--- src/rtl/cmfill_pkg.sv ---
package cmfill_pkg;
  // Strobes from control to datapath
  typedef struct packed {
    logic start;   // begin sweep at address 0, capture patterns
    logic step;    // advance address
    logic fillOn;  // sweep owns the memory ports this cycle
  } fill_ctl_t;
endpackage

--- src/rtl/cmfill_ctrl.sv ---
module cmfill_ctrl
  import cmfill_pkg::*;
(
  input  logic      clk,
  input  logic      rstN,
  input  logic      enWrite,
  input  logic      enWriteVal,
  input  logic      masterFill,
  input  logic      lastAddr,
  output fill_ctl_t ctl,
  output logic      enBit
);
  logic active;
  logic wantOn, wantOff, startReq, abortReq, finishReq;

  always_comb begin
    wantOn    = enWrite && enWriteVal;
    wantOff   = enWrite && !enWriteVal;
    startReq  = wantOn && !enBit && masterFill;
    abortReq  = active && (wantOff || !masterFill);
    finishReq = active && lastAddr && !abortReq;
    ctl.start  = startReq;
    ctl.step   = active && !abortReq && !finishReq;
    ctl.fillOn = active;
  end

  always_ff @(posedge clk or negedge rstN) begin
    if (!rstN) begin
      active <= 1'b0;
      enBit  <= 1'b0;
    end else begin
      if (startReq) begin
        active <= 1'b1;
        enBit  <= 1'b1;
      end else if (abortReq || finishReq) begin
        active <= 1'b0;
        enBit  <= 1'b0;
      end else if (wantOff) begin
        enBit  <= 1'b0;
      end
    end
  end
endmodule

--- src/rtl/cmfill_dpath.sv ---
module cmfill_dpath
  import cmfill_pkg::*;
#(
  parameter int DEPTH  = 8192,
  parameter int WORD_W = 16,
  parameter int PAT_W  = 3,
  parameter int ADDR_W = $clog2(DEPTH)
) (
  input  logic              clk,
  input  logic              rstN,
  input  fill_ctl_t         ctl,
  input  logic [PAT_W-1:0]  locPatIn,
  input  logic [PAT_W-1:0]  bpPatIn,
  input  logic              cpuWrEn,
  input  logic              cpuSel,
  input  logic [ADDR_W-1:0] cpuAddr,
  input  logic [WORD_W-1:0] cpuData,
  output logic              lastAddr,
  output logic              locWe,
  output logic [ADDR_W-1:0] locAddr,
  output logic [WORD_W-1:0] locData,
  output logic              bpWe,
  output logic [ADDR_W-1:0] bpAddr,
  output logic [WORD_W-1:0] bpData
);
  localparam int LOW_W = WORD_W - PAT_W;
  localparam logic [ADDR_W-1:0] LAST = ADDR_W'(DEPTH - 1);

  logic [ADDR_W-1:0] sweepAddr;
  logic [PAT_W-1:0]  locPat, bpPat;
  logic [WORD_W-1:0] locFillWord, bpFillWord;

  always_ff @(posedge clk or negedge rstN) begin
    if (!rstN) begin
      sweepAddr <= '0;
      locPat    <= '0;
      bpPat     <= '0;
    end else if (ctl.start) begin
      sweepAddr <= '0;
      locPat    <= locPatIn;
      bpPat     <= bpPatIn;
    end else if (ctl.step) begin
      sweepAddr <= sweepAddr + 1'b1;
    end
  end

  assign lastAddr    = (sweepAddr == LAST);
  assign locFillWord = {locPat, {LOW_W{1'b0}}};
  assign bpFillWord  = {bpPat,  {LOW_W{1'b0}}};

  always_comb begin
    if (ctl.fillOn) begin
      locWe = 1'b1;  locAddr = sweepAddr; locData = locFillWord;
      bpWe  = 1'b1;  bpAddr  = sweepAddr; bpData  = bpFillWord;
    end else begin
      locWe = cpuWrEn && !cpuSel; locAddr = cpuAddr; locData = cpuData;
      bpWe  = cpuWrEn &&  cpuSel; bpAddr  = cpuAddr; bpData  = cpuData;
    end
  end
endmodule

--- src/rtl/cmfill_top.sv ---
module cmfill_top
  import cmfill_pkg::*;
#(
  parameter int DEPTH  = 8192,
  parameter int WORD_W = 16,
  parameter int PAT_W  = 3,
  parameter int ADDR_W = $clog2(DEPTH)
) (
  input  logic              clk,
  input  logic              rstN,
  input  logic              enWrite,
  input  logic              enWriteVal,
  input  logic              masterFill,
  input  logic [PAT_W-1:0]  locPatIn,
  input  logic [PAT_W-1:0]  bpPatIn,
  output logic              enableRd,
  output logic              busy,
  input  logic              cpuWrEn,
  input  logic              cpuSel,
  input  logic [ADDR_W-1:0] cpuAddr,
  input  logic [WORD_W-1:0] cpuData,
  output logic              locWe,
  output logic [ADDR_W-1:0] locAddr,
  output logic [WORD_W-1:0] locData,
  output logic              bpWe,
  output logic [ADDR_W-1:0] bpAddr,
  output logic [WORD_W-1:0] bpData
);
  fill_ctl_t ctl;
  logic      lastAddr;

  cmfill_ctrl u_ctrl (
    .clk(clk), .rstN(rstN), .enWrite(enWrite), .enWriteVal(enWriteVal),
    .masterFill(masterFill), .lastAddr(lastAddr), .ctl(ctl), .enBit(enableRd)
  );

  cmfill_dpath #(.DEPTH(DEPTH), .WORD_W(WORD_W), .PAT_W(PAT_W), .ADDR_W(ADDR_W)) u_dpath (
    .clk(clk), .rstN(rstN), .ctl(ctl), .locPatIn(locPatIn), .bpPatIn(bpPatIn),
    .cpuWrEn(cpuWrEn), .cpuSel(cpuSel), .cpuAddr(cpuAddr), .cpuData(cpuData),
    .lastAddr(lastAddr), .locWe(locWe), .locAddr(locAddr), .locData(locData),
    .bpWe(bpWe), .bpAddr(bpAddr), .bpData(bpData)
  );

  assign busy = ctl.fillOn;
endmodule

--- config.mk ---
export PLATFORM = sky130hd
export DESIGN_NAME = cmfill_top
export DESIGN_NICKNAME = d
export VERILOG_FILES = /design/src/rtl/cmfill_pkg.sv /design/src/rtl/cmfill_ctrl.sv /design/src/rtl/cmfill_dpath.sv /design/src/rtl/cmfill_top.sv
export SDC_FILE = /design/constraint.sdc
export NUM_CORES = 1
export LEC_CHECK = 0
export ABC_AREA = 1
export BUFFER_PORTS_ARGS = -buffer_cell sky130_fd_sc_hd__buf_2
export CAP_MARGIN = 20
export CORE_MARGIN = 2
export CORE_UTILIZATION = 30
export DETAILED_ROUTE_END_ITERATION = 12
export HOLD_SLACK_MARGIN = 0.12
export PLACE_DENSITY = 0.62
export SYNTH_ARGS = -nofsm -noshare
export SYNTH_HDL_FRONTEND = slang
export SYNTH_SLANG_ARGS = --single-unit
--- constraint.sdc ---
create_clock -name clk -period 3.2 [get_ports clk]
set_clock_uncertainty 0.1 [all_clocks]
set_input_delay 0.64 -clock clk [delete_from_list [all_inputs] [get_ports clk]]
set_output_delay 0.64 -clock clk [all_outputs]
set_load 0.05 [all_outputs]
* Word level (Yosys, flattened, before mapping) *
Index checks and enable logic that the tools add are counted.

word-level totals
  bits in registers = 21
  bits of input ports = 42
  output and inout port bits = 62
  word-level logic and storage cells = 41

operators by class
  add/sub/neg operators = 1
  equality and inequality tests = 1
  multiplexer cells = 12
  reductions and logical operators = 22

operators with widths
  operator                                        count
  2-to-1 mux 13 bit                               3
  2-to-1 mux 16 bit                               2
  adder 13 x 1 -> 13 bit (second input constant)  1
  == test 13 bit (second input constant)          1
  logical AND 1 bit                               11
  2-to-1 mux 1 bit                                7
  zero test 1 bit                                 6
  nonzero test 2 bit                              2
  nonzero test 3 bit                              1
  logical OR 1 bit                                2

* Depth between registers and ports, before layout *
Gate-level depths: netlist (run 1).

  word-level depth = 10
  gate-level depth with buffers = 10

* By module *
A second synthesis (run 1) with hierarchy kept.

unflattened totals
  cells, all modules = 242
  area, all modules = 1,605.3 sq um

by module, submodules not included
  module        instances  cells an instance  area an instance (sq um)  seq. area each (sq um)
  cmfill_dpath  1          223                1,475.2                   475.5
  cmfill_ctrl   1          19                 130.1                     50.0

* Worst setup path before layout (run 1) *
No wires, ideal clock.

  path type = register to output
  start point = register u_ctrl.active
  end point = output locAddr[10]
  arrival = 2,786 ps
  data required time = 2,460 ps
  path slack = -326 ps
  cell stages (with the launch flop) = 6
  cell sequence = dfrtp_1 buf_2 clkinv_1 clkbuf_1 o21ai_0 buf_4

between the ends
  longest elaborated chain between the ends = 1

RTL lines
  what                    RTL line           source
  start, declared         cmfill_ctrl.sv:13  logic active;
  start signal, assigned  cmfill_ctrl.sv:29  active <= 1'b0;
  start signal, assigned  cmfill_ctrl.sv:33  active <= 1'b1;
  start signal, assigned  cmfill_ctrl.sv:36  active <= 1'b0;
  2-to-1 mux 13 bit       -
  end, declared           cmfill_top.sv:23   output logic [ADDR_W-1:0] locAddr,

No other way between the ends.

* Final worst setup path (run 1) *
  start point = register u_ctrl.active
  end point = output locAddr[9]

between the ends
  longest elaborated chain between the ends = 1

RTL lines
  what               RTL line            source
  2-to-1 mux 13 bit  cmfill_dpath.sv:52  if (ctl.fillOn) begin

No other way between the ends.

==> key figures, run 1 <==
Timing
  • Slew HR: 52.4%
  • Worst-margin pin slew: 0.709 ns
  • Worst hold slack: 0.226 ns
  • Setup TNS: 0 ns
  • Final hold vios: 0
  • Final period util: 85.0%
  • Final worst slack: 0.481 ns
  • Peak Freq: 0.368 GHz
  • Slew Limit Fails: 0
  • Final setup fails: 0
  • RSZ-0062 raised after global routing: no
  • Tmin final: 2.72 ns

Route
  • Met1 wire length: 1970 um
  • ANT nets after route: 0
  • Routed via count: 1765
  • Met2 WL: 1930 um
  • DRT Wirelength: 4230 um
  • Drt drc: 0
  • Routed len/inst: 10.4 um
  • Met3 WL post-DR: 265 um
  • Max Used Layer: met4
  • First-pass detailed-route iteration total: 4
  • Iter 0 DRT Violations: 44
  • Vias per Instance: 4.33

Cells and area
  • Fin nets: 380
  • Layout cell share with drive strength beyond 1: 33.3%
  • Fill count: 603
  • Area Growth Syn to Fin: 25.9%
  • Layout Cells excl Fill: 408
  • Fin util: 38.4%
  • Final Instance Area: 2080 um2
  • Ant diodes: 0

Global routing
  • Gr usage total: 13.6%
  • Vias in the first global route: 1524
  • Global-route wire length before repair: 6820 um
  • Initial antenna violation count: 0
  • Pin count of the biggest net entering global routing: 28
  • Gr ovfl total: 0

Run
  • Max cap viols: 0

CTS
  • Clk buf depth: 2
  • CTS root buf: clkbuf_8
  • # resized after CTS: 0
  • Latest clock arrival within the worst-skew pair: 0.26 ns
  • Postcts setup bufs: 0
  • CTS buffer count: 3
  • CTS H-tree lvls: 1
  • Hold-fix buffers at CTS: 0
  • Sink Count: 21
  • TritonCTS clock tree: built
  • Clock slew seen by the registers of the worst setup and hold paths: 0.08 ns

Worst setup path
  • R2R setup slack: 1.37 ns
  • Crit start category: register
  • Crit path DAT: 1.98 ns
  • R2R depth: 9
  • R2r startpoint: u_dpath.sweepAddr[0]
  • Kind of critical path: reg -> out
  • WP data required: 2.46 ns
  • Worst reg2reg path endpoint: u_dpath.sweepAddr[0]
  • Max FO, Critical Path: 27
  • Crit end category: primary output

Synthesis
  • Sequential cell area fraction in the yosys report: 31.8%
  • Synthesized area: 1650 um2
  • Synth Instances: 262
  • YS warnings: 0
  • Synthesized Nets: 305
  • Syn avg cell area: 6.30 um2
  • #FFs+latches synth: 21
  • Netlist cell types: 17

Place
  • Post-Place Cells: 404
  • Gp weighted congestion: 0.808
  • PortBufs: 103
  • Placed Area: 2030 um2
  • Dpl ws: 0.719 ns
  • DPL Wire Length: 3240 um

Die
  • Initial Utilization: 30.5%
  • Top Ports: 104
  • Core Region: 5410 um2
  • Num rows: 27
  • Die X: 78.2 um
  • Die Ht: 78.2 um
  • Die footprint: 6110 um2

Power
  • Power, Total: 0.976 mW
  • Max VDD drop: 0.152 mV
  • P_leak: 1.29 nW
  • Pwr Density: 469 nW/um2

Hold path
  • Worst hold-check path type: in -> async

Status
  • Status: finished clean
-- layer usage --
| layer | vias up | global-route usage [%] |
|---|---|---|
| met1 | 774 | 18.0 |
| li1 | 922 | - |
| met2 | 64 | 23.2 |
| met4 | 0 | 4.21 |
| met3 | 5 | 1.72 |
| met5 | - | 0 |
-- synth_stat cells --
master | instances | area share (%)
nand4_1 | 8 | 3.0
buf_4 | 26 | 12
nand3_1 | 13 | 3.9
inv_1 | 30 | 6.8
o21ai_0 | 12 | 3.6
o31ai_1 | 1 | 0.46
xor2_1 | 5 | 2.7
a21oi_1 | 1 | 0.30
buf_6 | 1 | 0.68
nor2_4 | 3 | 2.0
clkbuf_1 | 6 | 1.4
ha_1 | 1 | 0.76
buf_2 | 2 | 0.61
clkinv_1 | 1 | 0.23
nand2_1 | 101 | 23
dfrtp_1 | 21 | 32
nor2_1 | 30 | 6.8
-- layout by cell type, fill, tap and decap left out --
cell type	instances
ha_1	1
o31ai_1	1
clkinv_2	1
inv_1	30
xor2_1	5
clkinv_1	1
a21oi_1	1
nand3_1	13
dfrtp_1	21
buf_2	103
nor2_4	3
nand2_1	101
o21ai_0	12
nand4_1	8
clkbuf_8	3
nor2_1	30
buf_4	2
-- cell type report --
class	instances	area, um2	area share, %
well taps	72	90.1	4.33
repair buffers	105	531	25.5
multi-input cells	175	769	37.0
inverters	31	116	5.60
clock inverters	1	5.00	0.241
clock buffers	3	41.3	1.99
flip-flops and latches	21	526	25.3
-- kinds of logic (layout without fill, tap and decap cells) --
family	Yosys count	after routing	share of synthesized area (%)
buf+inv	66	140	21.5
fa+ha+maj	1	1	0.758
simple gates	155	155	38.8
flops	21	21	31.8
xor+xnor	5	5	2.65
compound gates	14	14	4.40
-- power breakdown --
group / internal, mW / total [mW] / switching [mW]
combinational: 0.104 / 0.469 / 0.365
clock: 0.0868 / 0.176 / 0.0892
sequential: 0.299 / 0.330 / 0.0309
total: 0.490 / 0.976 / 0.485
-- critical path: stages (launching register included) --
cell	delay [ns]
dfrtp_1	0.35
clkinv_1	0.57
o21ai_0	0.47
buf_2	0.33
-- worst max-delay path by stage --
stage | from | end | slack [ns] | depth (start not counted)
floorplan | u_ctrl.active | locAddr[10] | -0.33 | 5
CTS | u_ctrl.active | locAddr[9] | 0.41 | 3
detailed placement | u_ctrl.active | locAddr[9] | 0.72 | 3
finish | u_ctrl.active | locAddr[9] | 0.48 | 3
global route | u_ctrl.active | locAddr[11] | 0.24 | 3
global placement | u_ctrl.active | locAddr[9] | 0.77 | 3
-- flip-flops by register name, indices dropped and copies added (netlist names) --
signal / cells
u_ctrl.enBit: 1
u_dpath.bpPat: 3
u_ctrl.active: 1
u_dpath.sweepAddr: 13
u_dpath.locPat: 3
Power figures use the tool's default switching activity.
==> run 2, diff against run 1 <==
clock period = 2.8 ns   (was 3.2 ns; I/O delays follow)
==> key figures, run 2 (synthesis results as in run 1) <==
Route
  • Routed via count: 1768
  • Vias per Instance: 4.32
  • Iter 0 DRT Violations: 65
  • ANT nets after route: 0
  • Routed len/inst: 10.4 um
  • DRT Wirelength: 4240 um
  • First-pass detailed-route iteration total: 4
  • Drt drc: 0

Timing
  • Tmin final: 2.34 ns
  • Final hold vios: 0
  • RSZ-0062 raised after global routing: no
  • Peak Freq: 0.427 GHz
  • Worst-margin pin slew: 0.473 ns
  • Final period util: 83.6%
  • Slew Limit Fails: 0
  • Worst hold slack: 0.149 ns
  • Slew HR: 68.5%
  • Final setup fails: 0
  • Final worst slack: 0.461 ns

Power
  • Net Sw Frac: 49.4%
  • Logic pwr share: 48.5%
  • Net Switching: 0.552 mW
  • Pwr Density: 536 nW/um2
  • Seq pwr share: 33.8%
  • Internal: 0.565 mW
  • Max VDD drop: 0.161 mV
  • Clock power share: 17.7%
  • P_leak: 1.29 nW

CTS
  • Sink Count: 21
  • # resized after CTS: 0
  • Clock slew seen by the registers of the worst setup and hold paths: 0.07 ns
  • CTS root buf: clkbuf_8
  • Hold-fix buffers at CTS: 0
  • Clk buf depth: 2
  • TritonCTS clock tree: built
  • Postcts setup bufs: 0
  • Latest clock arrival within the worst-skew pair: 0.26 ns
  • CTS H-tree lvls: 1
  • CTS buffer count: 3

Place
  • Dpl ws: 0.737 ns
  • Gp weighted congestion: 0.808
  • Post-Place Cells: 405
  • DPL Wire Length: 3370 um
  • PortBufs: 103

Die
  • Initial Utilization: 30.5%
  • Num rows: 27
  • Top Ports: 104
  • Core Region: 5410 um2
  • Die footprint: 6110 um2
  • Die X: 78.2 um
  • Die Ht: 78.2 um

Worst setup path
  • Max FO, Critical Path: 15
  • Kind of critical path: reg -> out
  • R2R depth: 9
  • Crit start category: register
  • R2r startpoint: u_dpath.sweepAddr[0]
  • Crit end category: primary output
  • Worst reg2reg path endpoint: u_dpath.sweepAddr[9]
  • CP bufs+invs: 3
  • CP peak stage delay: 0.35 ns
  • WP data required: 2.14 ns
  • CP delay by family, top: buffers and inverters
  • Crit-path slowest cell: dfrtp_1
  • Cell chain of the critical path: clkinv_1 > buf_4 > o21ai_1 > buf_2
  • Crit path DAT: 1.68 ns
  • R2R setup slack: 0.97 ns

Global routing
  • Gr ovfl total: 0
  • Global-route wire length before repair: 6840 um
  • Pin count of the biggest net entering global routing: 27
  • Vias in the first global route: 1494
  • Initial antenna violation count: 0
  • Gr usage total: 13.9%

Cells and area
  • Commonest non-fill, non-tap cells in the layout: buf_2 (103), nand2_1 (101), inv_1 (30), nor2_1 (30), dfrtp_1 (21)
  • Area Growth Syn to Fin: 26.3%
  • Top Registers: u_dpath.sweepAddr x13, u_dpath.bpPat x3, u_dpath.locPat x3
  • Max reg flops: 13
  • Layout cell share with drive strength beyond 1: 33.2%
  • Commonest non-fill, non-tap cell in the layout: buf_2
  • Fill count: 620
  • Fin nets: 381
  • Sequential cell area: 526 um2
  • Area of the multi-input gates: 769 um2
  • Layout Cells excl Fill: 409
  • Ant diodes: 0
  • Top reg by flops: u_dpath.sweepAddr

Run
  • Max cap viols: 0

Hold path
  • Worst hold-check path type: in -> async

Status
  • Status: finished clean
run 2: cell types whose count changed in the layout (fill, tap and decap cells not counted), sizes merged:
| cell | change |
|---|---|
| buf | +1 |
| clkbuf | +1 |
| clkinv | -1 |
run 2: final cells by class:
cell class | instances | area share [%]
Timing Repair Buffer | 106 | 25.8
Tap cell | 72 | 4.32
Multi-Input combinational cell | 175 | 36.9
Sequential cell | 21 | 25.2
Clock buffer | 4 | 2.16
Inverter | 31 | 5.58
run 2: layer usage:
layer	part of all wire, %	vias up	wire [um]	track usage [%]
met1	43	753	1830	17.4
met4	1.5	0	63	4.74
li1	-	924	-	-
met3	8.9	5	377	1.95
met5	0	-	0	0
met2	46	86	1970	24.6
run 2: per-stage QoR:
step                instance area (um2)  setup TNS, ns  util, %  total power [mW]
floorplan                          1650         -0.986        -             0.837
global placement                   2040              0     37.7             0.925
detailed placement                 2040              0     37.7             0.931
CTS                                2080              0     38.6              1.13
global route                       2080              0     38.6              1.19
finish                             2080              0     38.6              1.12
run 2: worst max path at each step:
stage / startpoint / depth (start not counted) / slack, ns / end
after global placement: u_ctrl.active / 4 / 0.81 / bpAddr[9]
after global routing: u_ctrl.active / 4 / 0.31 / bpAddr[11]
after CTS: u_ctrl.active / 4 / 0.43 / bpAddr[11]
after detailed placement: u_ctrl.active / 4 / 0.74 / bpAddr[11]
final: u_ctrl.active / 4 / 0.46 / bpAddr[11]
after floorplan: u_ctrl.active / 5 / -0.23 / locAddr[10]
run 2: power by group through the flow:
stage                     combinational [mW]  clock (mW)  sequential (mW)
after floorplan                        0.451           0            0.386
after global placement                 0.543           0            0.382
after detailed placement               0.547           0            0.384
after CTS                              0.548       0.207            0.378
after global routing                   0.579       0.223            0.383
final                                  0.541       0.197            0.378
==> run 3, diff against run 2 <==
PLACE_DENSITY = 0.64   (was 0.62)
clock period = 1.95 ns   (was 2.8 ns; I/O delays follow)
==> key figures, run 3 (synthesis results as in run 1) <==
Status
  • Status: finished clean

Route
  • DRT Wirelength: 4190 um
  • Iter 0 DRT Violations: 73
  • Drt drc: 0
  • ANT nets after route: 0
  • First-pass detailed-route iteration total: 4
  • Vias per Instance: 4.35
  • Routed len/inst: 10.2 um
  • Routed via count: 1787

Cells and area
  • Area of the multi-input gates: 987 um2
  • Fin nets: 383
  • Final Instance Area: 2350 um2
  • Area Growth Syn to Fin: 42.6%
  • Top reg by flops: u_dpath.sweepAddr
  • Top Registers: u_dpath.sweepAddr x13, u_dpath.bpPat x3, u_dpath.locPat x3
  • Commonest non-fill, non-tap cell in the layout: buf_2
  • Ant diodes: 0
  • Max reg flops: 13
  • Commonest non-fill, non-tap cells in the layout: buf_2 (98), nand2_1 (94), inv_1 (30), dfrtp_1 (20), nor2_1 (17)
  • Layout cell share with drive strength beyond 1: 41.6%
  • Sequential cell area: 527 um2
  • Fill count: 588
  • Fin util: 43.5%

CTS
  • Clk buf depth: 2
  • CTS root buf: clkbuf_8
  • Postcts setup bufs: 0
  • CTS buffer count: 3
  • Clock slew seen by the registers of the worst setup and hold paths: 0.08 ns
  • Latest clock arrival within the worst-skew pair: 0.26 ns
  • CTS H-tree lvls: 1
  • Sink Count: 21
  • TritonCTS clock tree: built

Worst setup path
  • CP most frequent cell: nand2_1
  • WP data required: 1.46 ns
  • R2R depth: 9
  • Worst reg2reg path endpoint: u_dpath.sweepAddr[10]
  • Crit path DAT: 1.39 ns
  • Kind of critical path: reg -> out
  • Cell chain of the critical path: buf_6 > nand2_1 > nand2_1 > buf_2
  • R2r startpoint: u_dpath.sweepAddr[1]
  • Crit end category: primary output
  • Crit start category: register
  • Max FO, Critical Path: 13
  • R2R setup slack: 0.18 ns
  • Crit-path slowest cell: dfrtp_2
  • CP peak stage delay: 0.46 ns

Die
  • Die X: 78.2 um
  • Num rows: 27
  • Initial Utilization: 30.5%
  • Core Region: 5410 um2
  • Die footprint: 6110 um2
  • Top Ports: 104
  • Die Ht: 78.2 um

Run
  • Max cap viols: 0

Hold path
  • Hold Crit Start: locPatIn[0]
  • WHS Path Cells: 3
  • Worst hold-check path type: in -> reg
  • Hold endpoint: u_dpath.locPat[0]

Timing
  • Slew Limit Fails: 0
  • Worst-margin pin slew: 0.482 ns
  • Final setup fails: 0
  • Setup TNS: 0 ns
  • Final hold vios: 0
  • Final worst slack: 0.0737 ns
  • Tmin final: 1.88 ns
  • Final period util: 96.2%
  • Worst hold slack: 0.226 ns
  • RSZ-0062 raised after global routing: yes
  • Peak Freq: 0.533 GHz
  • Slew HR: 67.9%

Global routing
  • Gr ovfl total: 0
  • Gr usage total: 13.9%
  • M3 GR Usage: 2.87%
  • Initial antenna violation count: 0
  • Global route hottest layer: met2
  • GR Util met1: 17.1%
  • Pin count of the biggest net entering global routing: 28
  • Vias in the first global route: 1587
  • Routing usage on met2: 25.1%
  • Global-route wire length before repair: 6900 um

Power
  • Net Switching: 0.834 mW
  • Seq pwr share: 32.1%
  • Net Sw Frac: 49.4%
  • Pwr Density: 717 nW/um2
  • Logic pwr share: 51.1%
  • Clock power share: 16.8%
  • Internal: 0.853 mW
  • P_leak: 1.34 nW
  • Max VDD drop: 0.359 mV

Place
  • Placed Area: 2280 um2
  • DPL Wire Length: 3240 um
  • PortBufs: 103
  • Dpl ws: 0.162 ns
  • Gp weighted congestion: 0.860
==> run 3: cell types whose count changed in the layout (fill, tap and decap cells not counted), moves of 2 or more <==
cell      delta
buf_2        -5
nand2_4      +7
o21ai_4      +6
o21ai_1      -3
nor2_1      -13
nand2_1      -7
clkbuf_4     +5
buf_6        +2
o21ai_0      -3
nor2_4      +13
==> run 3: area by class of cell <==
class,count,area share (%)
flip-flops and latches,21,22.4
well taps,72,3.83
inverters,31,5.48
clock buffers,4,1.91
multi-input cells,175,41.9
repair buffers,108,24.5
==> run 3: worst max-delay path, delay by kind of cell (launching register included) <==
| kind | cells | cell delay, ns |
|---|---|---|
| buffers and inverters | 2 | 0.51 |
| AND/OR/NAND/NOR | 2 | 0.14 |
| flip-flops | 1 | 0.46 |
==> run 3: how the worst max path moves through the flow <==
stage	start	to	slack [ns]	depth (start not counted)
6_report	u_ctrl.active	locData[13]	0.07	4
5_1_grt	u_ctrl.active	locData[13]	-0.005	4
4_1_cts	u_ctrl.active	locAddr[4]	0.05	4
3_5_place_dp	u_ctrl.active	u_dpath.sweepAddr[10]	0.16	6
3_3_place_gp	u_ctrl.active	u_dpath.sweepAddr[10]	0.22	6
2_1_floorplan	u_ctrl.active	bpData[13]	-0.04	3
==> run 3: timing repair <==
item | CTS | global route
cloned | 0 | 0
hold buffers | 1 | 0
setup endpoints to repair | 3 | 7
gates resized for setup | 2 | 5
hold endpoints to repair | 21 | 0
==> run 3: metal layers <==
| layer | wire length (um) | share of wire (%) |
|---|---|---|
| met5 | 0 | 0 |
| met4 | 29 | 0.69 |
| met3 | 225 | 5.4 |
| met2 | 2150 | 51 |
| met1 | 1790 | 43 |
==> run 3: power by group through the flow <==
stage / combinational [mW] / clock, mW / sequential [mW]
4_1_cts: 0.865 / 0.298 / 0.541
3_3_place_gp: 0.855 / 0 / 0.548
3_5_place_dp: 0.860 / 0 / 0.549
6_report: 0.862 / 0.284 / 0.541
5_1_grt: 0.922 / 0.317 / 0.549
2_1_floorplan: 0.758 / 0 / 0.555
==> run 3: through the flow <==
| step | power (mW) | std cells |
|---|---|---|
| detailed placement | 1.41 | 406 |
| finish | 1.69 | 411 |
| global placement | 1.40 | 406 |
| global route | 1.79 | 411 |
| floorplan | 1.31 | 262 |
| CTS | 1.70 | 411 |
